$ cat src/rtl/frag_seq_pkg.sv
package frag_seq_pkg;

  localparam int unsigned CNT_W = 6;

  typedef enum logic [1:0] {
    MODE_W6  = 2'b00,
    MODE_W4  = 2'b01,
    MODE_T1  = 2'b10,
    MODE_T1X = 2'b11
  } frag_mode_e;

  function automatic logic [CNT_W-1:0] cnt_mask(input logic [1:0] mode);
    logic [CNT_W-1:0] m;
    unique case (frag_mode_e'(mode))
      MODE_W6: m = 6'h3f;
      MODE_W4: m = 6'h0f;
      default: m = 6'h01;
    endcase
    return m;
  endfunction

endpackage

$ cat src/rtl/frag_seq_state.sv
module frag_seq_state
  import frag_seq_pkg::*;
#(
  parameter int unsigned NOBJ  = 32,
  parameter int unsigned OBJ_W = $clog2(NOBJ)
) (
  input  logic             clk_i,
  input  logic             rst_ni,
  input  logic             frm_valid_i,
  input  logic [OBJ_W-1:0] frm_obj_i,
  input  logic [1:0]       frm_mode_i,
  input  logic             frm_som_i,
  input  logic [CNT_W-1:0] frm_cnt_i,
  output logic             frag_err_o,
  output logic [NOBJ-1:0]  ptr_rst_o
);

  logic [NOBJ-1:0]  inprog;
  logic [CNT_W-1:0] last [NOBJ];
  logic [CNT_W-1:0] mask, cnt_m, want;
  logic             in_seq;

  always_comb begin
    mask   = cnt_mask(frm_mode_i);
    cnt_m  = frm_cnt_i & mask;
    want   = (last[frm_obj_i] + CNT_W'(1)) & mask;
    in_seq = inprog[frm_obj_i] && (cnt_m == want);
  end

  assign frag_err_o = frm_valid_i && !frm_som_i && !in_seq;

  for (genvar g = 0; g < NOBJ; g++) begin : g_obj
    logic             sel;
    logic             inprog_r;
    logic [CNT_W-1:0] last_r;
    logic             ptr_r;

    assign sel = frm_valid_i && (frm_obj_i == OBJ_W'(g));

    always_ff @(posedge clk_i or negedge rst_ni) begin
      if (!rst_ni) begin
        inprog_r <= 1'b0;
        last_r   <= '0;
        ptr_r    <= 1'b0;
      end else begin
        ptr_r <= sel && frm_som_i;
        if (sel) begin
          if (frm_som_i || in_seq) begin
            inprog_r <= 1'b1;
            last_r   <= cnt_m;
          end else begin
            inprog_r <= 1'b0;  // broken message is dropped
          end
        end
      end
    end

    assign inprog[g]    = inprog_r;
    assign last[g]      = last_r;
    assign ptr_rst_o[g] = ptr_r;
  end


  ptr_rst_onehot_chk: assert property (@(posedge clk_i) disable iff (!rst_ni)
    $onehot0(ptr_rst_o));


  ptr_rst_on_som_chk: assert property (@(posedge clk_i) disable iff (!rst_ni)
    (frm_valid_i && frm_som_i && (32'(frm_obj_i) < NOBJ)) |=> ptr_rst_o[$past(frm_obj_i)]);

endmodule

$ cat config.mk
export PLATFORM = sky130hd
export DESIGN_NAME = frag_seq_state
export DESIGN_NICKNAME = d
export VERILOG_FILES = /design/src/rtl/frag_seq_pkg.sv /design/src/rtl/frag_seq_state.sv
export SDC_FILE = /design/constraint.sdc
export NUM_CORES = 1
export LEC_CHECK = 0
export BUFFER_PORTS_ARGS = -buffer_cell sky130_fd_sc_hd__buf_2
export CAP_MARGIN = 5
export CORE_AREA = 2 2 154 194
export CTS_BUF_LIST = sky130_fd_sc_hd__clkbuf_8 sky130_fd_sc_hd__clkbuf_16
export CTS_CLUSTER_DIAMETER = 200
export DETAILED_ROUTE_END_ITERATION = 12
export DIE_AREA = 0 0 156 196
export PLACE_DENSITY = 0.63
export REMOVE_ABC_BUFFERS = 1
export SETUP_SLACK_MARGIN = 0.4
export SLEW_MARGIN = 5
export SYNTH_ARGS = -nofsm -noshare
export SYNTH_HDL_FRONTEND = slang
export SYNTH_SLANG_ARGS = --single-unit
$ cat constraint.sdc
create_clock -name clk_i -period 5 [get_ports clk_i]
set_clock_uncertainty 0.1 [all_clocks]
set_input_delay 0.25 -clock clk_i [delete_from_list [all_inputs] [get_ports clk_i]]
set_output_delay 0.25 -clock clk_i [all_outputs]
set_load 0.03 [all_outputs]
==> results_dict.tcl <==
set metrics [dict create \
    status "finished, final reports clean" \
    syn_area_per_cell_um2 14.5 \
    critPathLaunchType "flip-flop" \
    htreeDepth 1 \
    synth_edf_count 0 \
    start_util 0.443 \
    critPathMaxFanout 17 \
    async_reset_ff_frac 1.00 \
    tritoncts "built" \
    nets 924 \
    path_class "flip-flop to output pin" \
    drtAntennaViolNets 0 \
    rows 70 \
    n_antenna_cell 0 \
    fmax_ghz 0.226 \
    cap_viol_max_count 0 \
    max_stage_delay_ns 0.51 \
    slew_viol_final 0 \
    synth-seq-cells 256 \
    crit_top_cell "and2_1" \
    antenna_found_initial 0 \
    crit_required_ns 4.65 \
    relSlewSlack 0.309 \
    die-area_mm2 0.0306 \
    via_count 7298 \
    tns_ns 0 \
    total_leakage_power_nw 6.71 \
    endpoint_kind "output pin" \
    hp-class "input pin to flip-flop" \
    port_buffers 49 \
    postCtsSetupBuffers 0 \
    grtUsageTotal 0.207 \
    fin_util 0.491 \
    finalHoldViolCount 0 \
    ys_seq_area_frac 0.502 \
    grt_max_degree 135 \
    worst_pin_slew_ns 1.04 \
    wl_um 31100 \
    grt_pass1_wl_um 48200 \
    rsz0062_at_grt "no" \
    crit_chain "mux4_2, a22o_1, a211oi_2, a21oi_2, ha_1, xor2_1, and2_1, mux2i_1, a2111oi_4, a41oi_4, buf_12, and2_1, buf_2" \
    coreArea_mm2 0.0288 \
    area_delta_synth_final_pct 10.9 \
    clk_pin_slew_ns 0.07 \
    numCtsBuffers 25 \
    synthDistinctLibCells 52 \
    ys.warnings.count 0 \
    clock_path_buffers 3 \
    power.density_mw_per_mm2 352 \
    cp.arrival_ns 4.07 \
    drc_errors 0 \
    drt_iter0_markers 533 \
    setup_viol 0 \
    synth_ff_type "dfrtp_1" \
    crit_path_top_delay_cell "mux4_2" \
    synth_area_mm2 0.0128 \
    drive_gt1_frac 0.409 \
    die_y_um 196 \
    avgViaCountPerCell 5.68 \
    grt_overflow 0 \
    cts_sinks 256 \
    hpwl_um 20500 \
    cts-root-buf "clkbuf_16" \
    wl_per_cell_um 24.3 \
    gp_congestion 0.861 \
    design_power_total_mw 4.99 \
    ios 50 \
    ir_drop_uv 269 \
    clock_latency_ns 0.53 \
    timing.final.crit_period_ns 4.42 \
    die_w_um 156 \
    finalCritPeriodShare 0.883 \
    synth_cells 879 \
    first_global_vias 7667 \
    first_pass_iters 4 \
]
[where the power goes]
group,switching [mW],internal (mW)
combinational,0.335,0.313
sequential,0.100,2.25
clock,0.823,1.16
[what timing repair did]
| item | in CTS | in global routing |
|---|---|---|
| hold buffers | 1 | 0 |
| endpoints found under the hold margin | 133 | 0 |
| endpoints found under the setup margin | 0 | 1 |
| gates resized for setup | 0 | 1 |
[sequential cells by signal (all words and copies together) (netlist names)]
signal	flops
g_obj.last_r	192
g_obj.inprog_r	32
g_obj.ptr_r	32
[cells by family after synthesis]
| group | after synthesis | synth area share |
|---|---|---|
| multiplexers | 275 | 0.308 |
| adder cells (fa/ha/maj) | 1 | 0.000980 |
| flip-flops | 256 | 0.502 |
| XOR/XNOR | 6 | 0.00412 |
| buffers and inverters | 93 | 0.0479 |
| AND/OR/NAND/NOR | 170 | 0.0948 |
| AO/OA/AOI/OAI | 78 | 0.0420 |
[worst max-delay path, delay by kind of cell, from the launching register on]
kind            cells  cell delay (ns)
compound gates      5             1.24
xor+xnor            1             0.26
fa+ha+maj           1             0.24
buf+inv             2             0.42
flops               1             0.38
mux                 2             0.63
simple gates        2             0.36
[Yosys cell counts, types with 5 or more instances]
| library cell | number | share of area |
|---|---|---|
| nor2_1 | 41 | 0.012 |
| nor3_4 | 29 | 0.037 |
| a211oi_1 | 6 | 0.0035 |
| mux2_1 | 30 | 0.026 |
| mux4_2 | 37 | 0.065 |
| buf_6 | 6 | 0.0053 |
| mux2_2 | 43 | 0.038 |
| o22ai_1 | 10 | 0.0049 |
| nor3_1 | 7 | 0.0027 |
| mux2_4 | 123 | 0.14 |
| nor2b_1 | 11 | 0.0054 |
| nand2_1 | 16 | 0.0047 |
| buf_2 | 16 | 0.0063 |
| dfrtp_1 | 256 | 0.50 |
| clkbuf_1 | 25 | 0.0073 |
| a22oi_1 | 7 | 0.0041 |
| a21oi_1 | 5 | 0.0020 |
| mux2i_1 | 41 | 0.032 |
| nand3_1 | 10 | 0.0039 |
| buf_4 | 41 | 0.024 |
| o21ai_0 | 33 | 0.013 |
| nand2b_1 | 35 | 0.017 |
[per-stage QoR]
stage	setup slack [ns]	hold slack, ns	std cells	cell area [um2]
after floorplan	0.257	-0.146	787	12200
after global placement	0.413	0.343	1238	13300
after detailed placement	0.303	0.344	1238	13300
after CTS	0.501	0.0841	1284	14200
after global routing	0.423	0.120	1284	14200
final	0.585	0.0882	1284	14200
[cells in the final DEF (no fill, tap or decap), types with 6 or more instances in the layout]
cell type / count
a22oi_1: 7
buf_12: 6
buf_2: 47
buf_4: 37
clkbuf_16: 25
dfrtp_1: 256
inv_1: 6
mux2_1: 30
mux2_2: 43
mux2_4: 123
mux2i_1: 41
mux4_2: 37
nand2_1: 16
nand2b_1: 35
nand3_1: 10
nor2_1: 41
nor2b_1: 8
nor3_1: 7
nor3_4: 29
o21ai_0: 33
o22ai_1: 10
[path summary, 6_finish.rpt]
path / cells after the start / startpoint / slack [ns] / endpoint
worst max-delay path: 13 / g_obj[23].last_r[0] / 0.58 / frag_err_o
worst min-delay path: 3 / frm_som_i / 0.09 / g_obj[8].ptr_r
worst max register to register: 13 / g_obj[23].last_r[0] / 0.70 / g_obj[2].last_r[4]
worst min register to register: 1 / g_obj[9].last_r[5] / 0.39 / g_obj[9].last_r[5]
max in group asynchronous: 3 / rst_ni / 3.27 / g_obj[2].last_r[3]
min in group asynchronous: 2 / rst_ni / 0.29 / g_obj[20].last_r[2]
[area by class of cell]
| cell class | instances | area, um2 |
|---|---|---|
| clock buffer | 28 | 667 |
| clock inverter | 17 | 194 |
| fill | 2460 | 14700 |
| inverter | 1 | 3.75 |
| multi-input combinational | 530 | 5780 |
| sequential | 256 | 6410 |
| tap | 360 | 450 |
| timing repair buffer | 92 | 658 |
[routing by layer]
metal  routed length [um]  up-vias  global-route usage
li1                     -     3198                   -
met1                13700     3857               0.284
met2                15200      194               0.349
met3                 1300       49              0.0225
met4                  943        0              0.0632
met5                    0        -                   0
(Power assumes the default switching activity.)
